--- src/rtl/srf_pkg.sv ---
// Package: shared constants for the shadow register file.
// Assumes the default geometry: 5-bit addresses and a 2-bit custom selector.
package srf_pkg;

    // Custom-copy selector codes carried with each write-back.
    typedef enum logic [1:0] {
        CSEL_SKIP  = 2'b00,
        CSEL_CUST0 = 2'b01,
        CSEL_CUST1 = 2'b10,
        CSEL_RSVD  = 2'b11
    } csel_e;

    // Width needed to encode "none" plus one code per custom register.
    function automatic int sel_width(input int cust_depth);
        return $clog2(cust_depth + 1);
    endfunction

endpackage

--- src/rtl/srf_wb_decode.sv ---
// Module: srf_wb_decode
// Turns one write-back (address, enable, custom selector) into one write
// enable per general register and per custom register.
// Assumes: general registers sit at addresses 0..GEN_DEPTH-1 with entry 0
// hard-wired to zero, and custom registers sit at CUST_BASE.. upward.
// Selector code k (1..CUST_DEPTH) copies into custom register k-1.
module srf_wb_decode #(
    parameter int ADDR_W     = 5,
    parameter int GEN_DEPTH  = 16,
    parameter int CUST_DEPTH = 2,
    parameter int CUST_BASE  = 30,
    parameter int SEL_W      = 2
) (
    input  logic                  wb_en,
    input  logic [ADDR_W-1:0]     wb_addr,
    input  logic [SEL_W-1:0]      wb_cust_sel,
    output logic [GEN_DEPTH-1:0]  gen_we,
    output logic [CUST_DEPTH-1:0] cust_we
);

    // One enable per general entry; entry 0 never writes.
    for (genvar gi = 0; gi < GEN_DEPTH; gi++) begin : g_gen_we
        if (gi == 0) begin : g_zero
            assign gen_we[gi] = 1'b0;
        end else begin : g_live
            localparam logic [ADDR_W-1:0] MY_ADDR = ADDR_W'(gi);
            assign gen_we[gi] = wb_en && (wb_addr == MY_ADDR);
        end
    end

    // One enable per custom entry: direct address or selector copy.
    for (genvar ci = 0; ci < CUST_DEPTH; ci++) begin : g_cust_we
        localparam logic [ADDR_W-1:0] MY_ADDR = ADDR_W'(CUST_BASE + ci);
        localparam logic [SEL_W-1:0]  MY_SEL  = SEL_W'(ci + 1);
        assign cust_we[ci] = wb_en &&
                             ((wb_addr == MY_ADDR) || (wb_cust_sel == MY_SEL));
    end

endmodule

--- src/rtl/srf_reg_bank.sv ---
// Module: srf_reg_bank
// A bank of DEPTH registers sharing one write data bus, each with its own
// write enable. Presents a "view" per entry that already reflects a write
// happening this cycle (write-first bypass).
// Assumes: synchronous active-low reset clears every entry; reset wins.
module srf_reg_bank #(
    parameter int DATA_W = 32,
    parameter int DEPTH  = 16
) (
    input  logic                          clk,
    input  logic                          rst_n,
    input  logic [DEPTH-1:0]              we,
    input  logic [DATA_W-1:0]             wdata,
    output logic [DEPTH-1:0][DATA_W-1:0]  view
);

    logic [DEPTH-1:0][DATA_W-1:0] q;

    for (genvar ei = 0; ei < DEPTH; ei++) begin : g_entry
        // Store one entry: clear on reset, load on its enable.
        always_ff @(posedge clk) begin
            if (!rst_n) begin
                q[ei] <= '0;
            end else if (we[ei]) begin
                q[ei] <= wdata;
            end
        end

        // Forward a same-cycle write ahead of the stored value.
        assign view[ei] = we[ei] ? wdata : q[ei];
    end

endmodule

--- src/rtl/srf_read_mux.sv ---
// Module: srf_read_mux
// One base read port: selects a general or custom entry view by address,
// and returns zero for addresses that map to neither bank.
// Assumes: GEN_DEPTH <= CUST_BASE so the two ranges do not overlap.
module srf_read_mux #(
    parameter int DATA_W     = 32,
    parameter int ADDR_W     = 5,
    parameter int GEN_DEPTH  = 16,
    parameter int CUST_DEPTH = 2,
    parameter int CUST_BASE  = 30
) (
    input  logic [ADDR_W-1:0]                 addr,
    input  logic [GEN_DEPTH-1:0][DATA_W-1:0]  gen_view,
    input  logic [CUST_DEPTH-1:0][DATA_W-1:0] cust_view,
    output logic [DATA_W-1:0]                 data
);

    // Address match over both banks; unmatched addresses give zero.
    always_comb begin
        data = '0;
        for (int gi = 0; gi < GEN_DEPTH; gi++) begin
            if (addr == ADDR_W'(gi)) begin
                data = gen_view[gi];
            end
        end
        for (int ci = 0; ci < CUST_DEPTH; ci++) begin
            if (addr == ADDR_W'(CUST_BASE + ci)) begin
                data = cust_view[ci];
            end
        end
    end

endmodule

--- src/rtl/shadow_regfile.sv ---
// Module: shadow_regfile (top)
// General register file (two read ports, one write port) plus a bank of
// custom registers. Each write-back can also copy its result into one
// custom register, chosen by wb_cust_sel, in the same cycle. Base reads
// reach the custom registers through addresses CUST_BASE and up.
// Assumes: write-back inputs are valid on the clock edge they are meant
// for; reads are combinational and see same-cycle writes.
module shadow_regfile #(
    parameter int DATA_W     = 32,
    parameter int ADDR_W     = 5,
    parameter int GEN_DEPTH  = 16,
    parameter int CUST_DEPTH = 2,
    parameter int CUST_BASE  = 30,
    parameter int SEL_W      = srf_pkg::sel_width(CUST_DEPTH)
) (
    input  logic                         clk,
    input  logic                         rst_n,
    input  logic [ADDR_W-1:0]            rd_addr_a,
    output logic [DATA_W-1:0]            rd_data_a,
    input  logic [ADDR_W-1:0]            rd_addr_b,
    output logic [DATA_W-1:0]            rd_data_b,
    input  logic                         wb_en,
    input  logic [ADDR_W-1:0]            wb_addr,
    input  logic [DATA_W-1:0]            wb_data,
    input  logic [SEL_W-1:0]             wb_cust_sel,
    output logic [CUST_DEPTH*DATA_W-1:0] cust_rd
);

    localparam int N_RD = 2;

    logic [GEN_DEPTH-1:0]              gen_we;
    logic [CUST_DEPTH-1:0]             cust_we;
    logic [GEN_DEPTH-1:0][DATA_W-1:0]  gen_view;
    logic [CUST_DEPTH-1:0][DATA_W-1:0] cust_view;
    logic [N_RD-1:0][ADDR_W-1:0]       rd_addr_v;
    logic [N_RD-1:0][DATA_W-1:0]       rd_data_v;

    srf_wb_decode #(
        .ADDR_W    (ADDR_W),
        .GEN_DEPTH (GEN_DEPTH),
        .CUST_DEPTH(CUST_DEPTH),
        .CUST_BASE (CUST_BASE),
        .SEL_W     (SEL_W)
    ) u_decode (
        .wb_en      (wb_en),
        .wb_addr    (wb_addr),
        .wb_cust_sel(wb_cust_sel),
        .gen_we     (gen_we),
        .cust_we    (cust_we)
    );

    srf_reg_bank #(
        .DATA_W(DATA_W),
        .DEPTH (GEN_DEPTH)
    ) u_gen_bank (
        .clk  (clk),
        .rst_n(rst_n),
        .we   (gen_we),
        .wdata(wb_data),
        .view (gen_view)
    );

    srf_reg_bank #(
        .DATA_W(DATA_W),
        .DEPTH (CUST_DEPTH)
    ) u_cust_bank (
        .clk  (clk),
        .rst_n(rst_n),
        .we   (cust_we),
        .wdata(wb_data),
        .view (cust_view)
    );

    assign rd_addr_v[0] = rd_addr_a;
    assign rd_addr_v[1] = rd_addr_b;

    for (genvar pi = 0; pi < N_RD; pi++) begin : g_rd_port
        srf_read_mux #(
            .DATA_W    (DATA_W),
            .ADDR_W    (ADDR_W),
            .GEN_DEPTH (GEN_DEPTH),
            .CUST_DEPTH(CUST_DEPTH),
            .CUST_BASE (CUST_BASE)
        ) u_mux (
            .addr     (rd_addr_v[pi]),
            .gen_view (gen_view),
            .cust_view(cust_view),
            .data     (rd_data_v[pi])
        );
    end

    assign rd_data_a = rd_data_v[0];
    assign rd_data_b = rd_data_v[1];

    // Custom-instruction operand output: all custom views side by side.
    for (genvar ci = 0; ci < CUST_DEPTH; ci++) begin : g_cust_out
        assign cust_rd[ci*DATA_W +: DATA_W] = cust_view[ci];
    end

endmodule

--- config.mk ---
export PLATFORM = sky130hd
export DESIGN_NAME = shadow_regfile
export DESIGN_NICKNAME = d
export VERILOG_FILES = /design/src/rtl/srf_pkg.sv /design/src/rtl/srf_wb_decode.sv /design/src/rtl/srf_reg_bank.sv /design/src/rtl/srf_read_mux.sv /design/src/rtl/shadow_regfile.sv
export SDC_FILE = /design/constraint.sdc
export NUM_CORES = 1
export LEC_CHECK = 0
export ABC_AREA = 1
export BUFFER_PORTS_ARGS = -buffer_cell sky130_fd_sc_hd__buf_2
export CORE_ASPECT_RATIO = 2
export CORE_UTILIZATION = 30
export CTS_CLUSTER_SIZE = 20
export DETAILED_ROUTE_END_ITERATION = 8
export GPL_TIMING_DRIVEN = 1
export HOLD_SLACK_MARGIN = 0.08
export SLEW_MARGIN = 10
export SYNTH_ARGS = -nofsm -noshare
export SYNTH_HDL_FRONTEND = slang
export SYNTH_SLANG_ARGS = --single-unit
--- constraint.sdc ---
create_clock -name clk -period 2.25 [get_ports clk]
set_input_delay 0.45 -clock clk [delete_from_list [all_inputs] [get_ports clk]]
set_output_delay 0.45 -clock clk [all_outputs]
set_load 0.03 [all_outputs]
Word level (Yosys, flattened, before mapping)
Index checks and enable logic that the tools add are counted.

storage, ports and cells
  register bits = 544
  output and inout port bits = 128
  input bits = 52
  word-level logic and storage cells = 140

cells by class
  reductions and logical operators = 19
  equality and inequality tests = 53
  muxes and demuxes = 51

operators with widths
  cell                                                                    count
  32-bit 2-to-1 mux                                                       51
  5-bit by 4-bit equality test with 1-bit output (second input constant)  24
  5-bit by 3-bit equality test with 1-bit output (second input constant)  12
  5-bit by 2-bit equality test with 1-bit output (second input constant)  6
  5-bit equality test (second input constant)                             6
  1-bit logical AND                                                       17
  5-bit by 1-bit equality test with 1-bit output (second input constant)  3
  2-bit by 1-bit equality test with 1-bit output (second input constant)  1
  2-bit equality test (second input constant)                             1
  1-bit logical OR                                                        2

Logic depth before layout (Yosys ltp)
Gate-level depths: netlist of the first run.

  word-level depth = 20
  depth in mapped cells = 18
  mapped depth without buffers = 17

Cells and area by module
A second synthesis of the first run with hierarchy kept.

unflattened totals
  cell total of the unflattened synthesis = 6742
  area total of the unflattened synthesis = 37221.9 um^2

by module, submodules not included
  module                      instances  cells an instance  area each (um^2)  seq. area each (um^2)
  srf_reg_bank (u_gen_bank)   1          3833               23337.4           10249.8
  srf_read_mux                2          1182               5119.9            0.0
  srf_reg_bank (u_cust_bank)  1          503                3468.3            1281.2
  srf_wb_decode               1          42                 176.4             0.0

Worst setup path after synthesis of the first run
Ideal clock, no wire load.

  path type = input to output
  from = in rd_addr_a[4]
  to = out rd_data_a[16]
  path buffers = 2
  required time = 1.800 ns
  cell stages on the path = 15
  slack = -0.355 ns
  arrival = 2.155 ns
  path through = buf_2 inv_1 nand3_1 nor2_2 inv_2 clkbuf_1 nand2_1 inv_1 nand4_1 nand2_1 nand3_1 nand2_1 nand4_1 nor2_1 nand4_1

between the ends
  cells in the longest elaborated chain, start to end = 18
  elaborated cells between the ends (all ways) = 34
  classes of those cells = eq/ne: 17; mux: 17

ends and longest elaborated chain
  what                                            RTL line              source
  start, declared                                 shadow_regfile.sv:18  input logic [ADDR_W-1:0] rd_addr_a,
  5-bit by 1-bit equality test with 1-bit output  srf_read_mux.sv:22    if (addr == ADDR_W'(gi)) begin
  32-bit 2-to-1 mux (15 in a row)                 srf_read_mux.sv:22
  32-bit 2-to-1 mux                               srf_read_mux.sv:27    if (addr == ADDR_W'(CUST_BASE + ci)) begin
  32-bit 2-to-1 mux *                             srf_read_mux.sv:27
  end, declared                                   shadow_regfile.sv:19  output logic [DATA_W-1:0] rd_data_a,

Mark *: on every way between the ends. The rest lies on a longest branch, timed or not.

Final worst setup path of the first run
  from = in wb_addr[4]
  to = out rd_data_a[18]

between the ends
  cells in the longest elaborated chain, start to end = 20
  elaborated cells between the ends (all ways) = 70
  classes of those cells = eq/ne: 17; mux: 34; reduce/logical: 19

ends and longest elaborated chain
  what                                            RTL line              source
  start, declared                                 shadow_regfile.sv:23  input logic [ADDR_W-1:0] wb_addr,
  5-bit by 1-bit equality test with 1-bit output  srf_wb_decode.sv:27   assign gen_we[gi] = wb_en && (wb_addr == MY_ADDR);
  1-bit logical AND                               srf_wb_decode.sv:27
  32-bit 2-to-1 mux                               srf_reg_bank.sv:30    assign view[ei] = we[ei] ? wdata : q[ei];
  32-bit 2-to-1 mux (15 in a row)                 srf_read_mux.sv:22
  32-bit 2-to-1 mux                               srf_read_mux.sv:27
  32-bit 2-to-1 mux *                             srf_read_mux.sv:27

Marked as above.

==> metrics.cfg, run 1 <==
[sta]
max_slew.worst_pin.slew_ns = 0.5180
setup_violations = 128
finalSetupTns_ns = -67.80
fin_skew_ns = 0
grt_setup_unrepaired = yes
setup_ws_ns = -1.017
slew_violations = 0
hold_ws_ns = 0.2219
fin_crit_ns = 3.267
final-hold-violation-count = 0
slew_headroom_pct = 65.25
post-route-period-util_pct = 145.2
fmax_mhz = 306.1

[clock_network]
cts_tree = yes
clock_path_buffers = 3
cts_buffers = 50
hold_buffers = 0
cts_max_level = 2
clock_latency_ns = 0.63
root_buffer = clkbuf_16
path_clk_slew_ns = 0.07
clkSinkCount = 544

[power]
internal_power_mw = 16.41
swShare_pct = 28.28
power_density_nw_per_um2 = 489.2
combPwrFrac_pct = 16.4
ir_drop_uv = 527.6
p_clk_share_pct = 40.7
total_leakage_power_nw = 22.01
seq_power_share_pct = 43.0
p_sw_mw = 6.473
p_total_mw = 22.89

[grt]
grt_pass1_wl_um = 189600
antenna_found_initial = 9
grt_pass1_vias = 33550
grt_max_degree = 88
grt_util_all_layers_pct = 23.23
gr-total-overflow = 0

[detailed_routing]
ant_nets = 0
num_vias = 35990
vias_per_cell = 4.841
wl_um = 132200
wire_per_inst_um = 17.79
drtIter0Drc = 2295
drcViolationCount = 0
dr.pass1.iters = 5

[die]
dieArea_sq_um = 103600
initial_core_util_pct = 30.33
row_count = 165
die_h_um = 454.2
die_x_um = 228.1
io_pins = 180
core-area_sq_um = 101200

[synth]
avgSynthCellArea_sq_um = 5.936
syn-cell-area_sq_um = 30680
yosysWarnings = 0
syn_nets = 5220
synthCells = 5168
ys_ff_latch = 544
ys_types = 28
synth_seq_area_share_pct = 35.50

[worst_setup_path]
cp-startpoint = wb_addr[4]
crit_fanout = 7
crit_type = in2out
worstSetupEndpointType = primary output
start_kind = primary input
crit_arrival_ns = 2.82
r2r_start = u_gen_bank.q[120]
required_ns = 1.80

[placed_design]
dpl.cell_count = 7221
hpwl_um = 90730
io_buffers = 179
gp_congestion = 0.9063

[finish]
final-instance-count-excl-fill = 7434
layout.nets = 6109
drive_above_1_share_pct = 33.02
area_growth_syn_to_layout_pct = 52.51

[run_status]
failed_checks = setup timing
outcome = finished, violations left

[worst_hold_path]
worstHoldPathType = in2reg
hp-start = wb_data[6]

[run]
drv_cap = 0

-- metrics by stage --
| step | worst slack [ns] | utilization [%] | instance area [sq um] |
|---|---|---|---|
| floorplan | -0.1925 | - | 31750 |
| global placement | -1.056 | 39.91 | 40370 |
| detailed placement | -1.027 | 39.91 | 40370 |
| CTS | -0.9295 | 43.69 | 44200 |
| global route | -1.098 | 46.25 | 46790 |
| finish | -1.017 | 46.25 | 46790 |
-- power by group through the flow --
stage / sequential, mW / combinational (mW) / clock, mW
final: 9.84 / 3.74 / 9.31
after global routing: 9.84 / 3.99 / 9.73
after CTS: 9.83 / 3.37 / 9.44
after detailed placement: 10.1 / 3.11 / 0
after global placement: 10.0 / 3.09 / 0
after floorplan: 10.0 / 1.60 / 0
-- placed cells by master, fill, tap and decap left out, types with 67 or more instances in the layout --
master     Yosys  routed
nand2_1     1355    1213
buf_4          2     776
nor2_1       875     770
inv_1        721     681
dfxtp_1      544     544
o21ai_0      352     247
nand3_1      371     195
nand4_1      177     177
or2_2        164     163
nand3_2        0     144
buf_12         0     121
nand2_2        4     112
buf_6          0     112
o21ai_1       71      99
nor2_2        11      86
buf_2         63      86
clkbuf_16      0      67
-- worst max-delay path, cell delays in order --
cell and delay (ns):
buf_12 0.12, inv_16 0.05, nand2_8 0.04, buf_12 0.12
nor2_4 0.14, buf_12 0.13, buf_16 0.11, nand2_4 0.05
buf_12 0.13, buf_12 0.13, o211ai_1 0.21, nand4_1 0.17
nor2_1 0.14, nand3_1 0.12, nor2_1 0.14, nand4_1 0.14
nand2_1 0.11, nand4_1 0.12, buf_6 0.17
-- synthesized netlist by cell type --
library cell | n | area [sq um]
dfxtp_1 | 544 | 10890
o21a_1 | 48 | 360.4
nand4_1 | 177 | 1107
or2_1 | 15 | 93.84
nand3b_1 | 3 | 22.52
o21ai_1 | 71 | 355.3
clkbuf_1 | 232 | 870.8
buf_4 | 2 | 15.01
or2_2 | 164 | 1026
nor2_2 | 11 | 68.82
buf_2 | 63 | 315.3
or2_0 | 14 | 87.58
nand2_1 | 1355 | 5086
nor3_2 | 7 | 70.07
o21ai_0 | 352 | 1762
o22ai_1 | 1 | 6.260
nor2_1 | 875 | 3284
and2_1 | 17 | 106.4
nand2_2 | 4 | 25.02
inv_2 | 13 | 48.80
inv_1 | 721 | 2706
a21oi_1 | 62 | 310.3
nand3_1 | 371 | 1857
o21bai_1 | 1 | 7.510
nor3_1 | 12 | 60.06
clkinv_1 | 26 | 97.59
buf_1 | 4 | 15.01
o211ai_1 | 3 | 22.52
-- cell families (layout without fill, tap and decap cells) --
group | Yosys count | count (layout) | share of synthesized area, %
flops | 544 | 544 | 35.50
buf+inv | 1061 | 1989 | 13.26
compound gates | 538 | 538 | 9.205
other cells | 0 | 1 | 0
simple gates | 3025 | 3026 | 42.03
-- worst paths after layout --
check / to / slack (ns) / cells past startpoint
hold reg to reg: u_gen_bank.q[317] / 0.49 / 2
setup reg to reg: u_gen_bank.q[120] / 0.56 / 13
setup / recovery: rd_data_a[18] / -1.02 / 19
hold / removal: u_gen_bank.q[102] / 0.22 / 3
-- registers in the layout, indices dropped and copies added (netlist names) --
| name | count |
|---|---|
| u_cust_bank.q | 64 |
| u_gen_bank.q | 480 |
-- timing repair --
item	CTS	global route
pin swaps	104	267
setup buffers	64	46
resized for setup	386	575
setup endpoints to repair	128	129
cloned	11	20
-- metal layers --
metal,vias to the layer above,track usage (%),share of wire [%]
li1,17680,-,-
met1,16780,25.85,38
met2,1096,42.98,50
met3,434,1.578,4.0
met4,2,14.14,7.3
met5,-,0,0.0098
-- final cells by class --
type                    instances  area, sq um
diodes                          1        2.502
clock buffers                  77         1534
clock inverters                15        178.9
fillers                     10240        54370
inverters                     760         2930
multi-input cells            3564        18770
flip-flops and latches        544        10890
well taps                    1336         1672
repair buffers               1135        10790
repair inverters                2        25.02
(Power assumes the default switching activity.)
==> run 2, diff against run 1 <==
Clock period 2.25 ns to 3.1 ns, I/O delays scaled along.
==> run 2 against run 1 <==
The run still ends with setup timing left. Worst hold slack improved by 0.13 ns. Count of clock-buffer cells in the layout decreased by 10. Non-clock buffer count decreased by 204. Via count decreased by 2.4%. Design area decreased by 6.3%. Sequential power decreased by 27%. Cell count decreased by 2.8%. Combinational power decreased by 37%. Worst setup slack improved by 0.67 ns. Critical endpoint is now rd_data_b[30]. Largest cell class unchanged. Largest power group unchanged.
==> metrics.cfg, run 2 (synthesized netlist as in run 1, its figures left out) <==
[worst_setup_path]
crit_arrival_ns = 2.83  ; about the same
r2r_start = u_gen_bank.q[486]
rr_worst_depth = 4  ; -9
reg2reg_to = u_gen_bank.q[486]
required_ns = 2.48  ; +0.68 ns
crit_fanout = 6  ; -1
start_kind = primary input
worstSetupEndpointType = primary output
crit_type = in2out
regToRegSetupSlack_ns = 2.07  ; +1.51 ns

[clock_network]
cts_tree = yes
clkSinkCount = 544  ; unchanged
root_buffer = clkbuf_16
cts_buffers = 49  ; -2.0%
cts_max_level = 2  ; unchanged
clock_path_buffers = 3  ; unchanged
path_clk_slew_ns = 0.05  ; -0.02 ns
hold_buffers = 0  ; unchanged
clock_latency_ns = 0.63  ; about the same

[finish]
regMostFlops = u_gen_bank.q
top_regs = u_gen_bank.q (480), u_cust_bank.q (64)
fin_area_sq_um = 43820  ; -6.3%
fin_util_pct = 43.31  ; -2.9 points
layout_common_cells = nand2_1, nor2_1, inv_1
largest_register_ffs = 480  ; unchanged
area_growth_syn_to_layout_pct = 42.82
final_common_cell = nand2_1
layout.nets = 5901  ; -3.4%
drive_above_1_share_pct = 27.39  ; -5.6 points

[sta]
slew_headroom_pct = 64.82  ; -0.43 points
setup_ws_ns = -0.3459  ; +0.6708 ns
slew_violations = 0  ; unchanged
fin_crit_ns = 3.446
post-route-period-util_pct = 111.2
fmax_mhz = 290.2
fin_skew_ns = 0  ; unchanged
grt_setup_unrepaired = yes
max_slew.worst_pin.slew_ns = 0.5245  ; +0.006444 ns
setup_violations = 64  ; -50%
final-hold-violation-count = 0  ; unchanged

[grt]
grt_pass1_vias = 32550  ; -3.0%
gr-total-overflow = 0  ; unchanged
grt_max_degree = 92  ; +4.5%
antenna_found_initial = 2  ; -7
grt_pass1_wl_um = 181300  ; -4.4%
grt_util_all_layers_pct = 22.06  ; -1.2 points

[power]
ir_drop_uv = 481.7  ; -8.7%
total_leakage_power_nw = 20.57  ; -6.5%
power_density_nw_per_um2 = 362.9  ; -26%

[die]
initial_core_util_pct = 30.33  ; unchanged
dieArea_sq_um = 103600  ; unchanged
die_x_um = 228.1  ; unchanged
die_h_um = 454.2  ; unchanged
core-area_sq_um = 101200  ; unchanged
row_count = 165  ; unchanged
io_pins = 180  ; unchanged

[detailed_routing]
vias_per_cell = 4.861  ; +0.40%
drcViolationCount = 0  ; unchanged
wl_um = 125900  ; -4.8%
num_vias = 35120  ; -2.4%
drtIter0Drc = 2290  ; -0.22%
ant_nets = 0  ; unchanged
dr.pass1.iters = 5  ; unchanged
wire_per_inst_um = 17.43  ; -2.0%

[placed_design]
io_buffers = 179  ; unchanged
hpwl_um = 86110  ; -5.1%
gp_congestion = 0.9213  ; +1.7%
postPlaceCellArea_sq_um = 38170  ; -5.4%

[worst_hold_path]
worstHoldPathType = in2reg
hold_path_depth = 3  ; unchanged
hp-start = wb_data[28]
min_delay_worst_endpoint = u_cust_bank.q[28]

[run]
drv_cap = 0  ; unchanged

[run_status]
outcome = finished, violations left
failed_checks = setup timing

==> run 2: changes by cell type in the layout (fill, tap and decap cells not counted), sizes merged <==
cell      change
inv           -1
clkbuf        -6
buf         -207
bufinv        -2
clkinvlp      +4
bufbuf        -1
nand2         -1
clkinv        +5
==> run 2: what timing repair did <==
action / CTS / global route
pin swaps: 47 / 237
endpoints found under the hold margin: 0 / 0
gates resized for setup: 256 / 463
buffers inserted: 18 / 44
gates cloned: 8 / 24
setup endpoints to repair: 64 / 68
==> run 2: report_power, final <==
| group | internal [mW] | switching [mW] | leakage [nW] |
|---|---|---|---|
| Clock | 3.37 | 3.04 | 0.800 |
| Combinational | 0.831 | 1.52 | 15.4 |
| Sequential | 7.11 | 0.0299 | 4.40 |
| Total | 11.3 | 4.59 | 20.6 |
==> run 2: metal layers <==
| metal | GRT usage (%) | vias to the layer above | routed length (um) |
|---|---|---|---|
| met4 | 12.75 | 2 | 8882 |
| met3 | 1.547 | 364 | 5477 |
| met5 | 0 | - | 11 |
| met1 | 24.24 | 16380 | 47520 |
| li1 | - | 17240 | - |
| met2 | 41.47 | 1131 | 64040 |
==> run 2: area by class of cell <==
type | instances | area (sq um)
multi-input combinational | 3563 | 17820
clock buffer | 67 | 1405
sequential | 544 | 10890
tap | 1336 | 1672
fill | 10520 | 57340
antenna | 1 | 2.502
timing repair buffer | 931 | 8934
inverter | 760 | 2887
clock inverter | 23 | 205.2
==> run 2: worst max-delay path by stage <==
stage,startpoint,slack (ns),to,cells after the start
floorplan,rd_addr_a[4],0.15,rd_data_a[16],15
global placement,wb_en,-0.51,rd_data_b[17],19
detailed placement,wb_en,-0.52,rd_data_a[17],19
CTS,wb_addr[0],-0.26,rd_data_a[27],17
global route,wb_en,-0.48,rd_data_a[17],20
finish,wb_en,-0.35,rd_data_b[30],20
==> run 2: worst max-delay path: stages <==
cell,delay (ns)
buf_12,0.10
inv_6,0.03
nor2_4,0.21
buf_6,0.15
nand2_4,0.06
nor2_4,0.16
buf_12,0.14
clkbuf_16,0.16
nand2_2,0.06
o21ai_2,0.10
nor2_2,0.06
nor2_2,0.12
nand4_1,0.13
nand2_1,0.08
nand4_1,0.11
nand2_1,0.11
nand3_2,0.06
nand2_2,0.08
nand4_1,0.11
buf_6,0.16
==> run 2: through the flow <==
stage                     total power [mW]  setup WS [ns]  TNS (ns)  std cells  hold slack (ns)
after floorplan                      8.381         0.1549         0       5168           0.4494
after global placement               9.282        -0.5102    -21.80       7044           0.4602
after detailed placement             9.297        -0.5167    -21.89       7044           0.4760
after CTS                            15.79        -0.2572    -12.72       7159           0.3279
after global routing                 16.38        -0.4754    -25.97       7225           0.3732
final                                15.90        -0.3459    -17.20       7225           0.3525
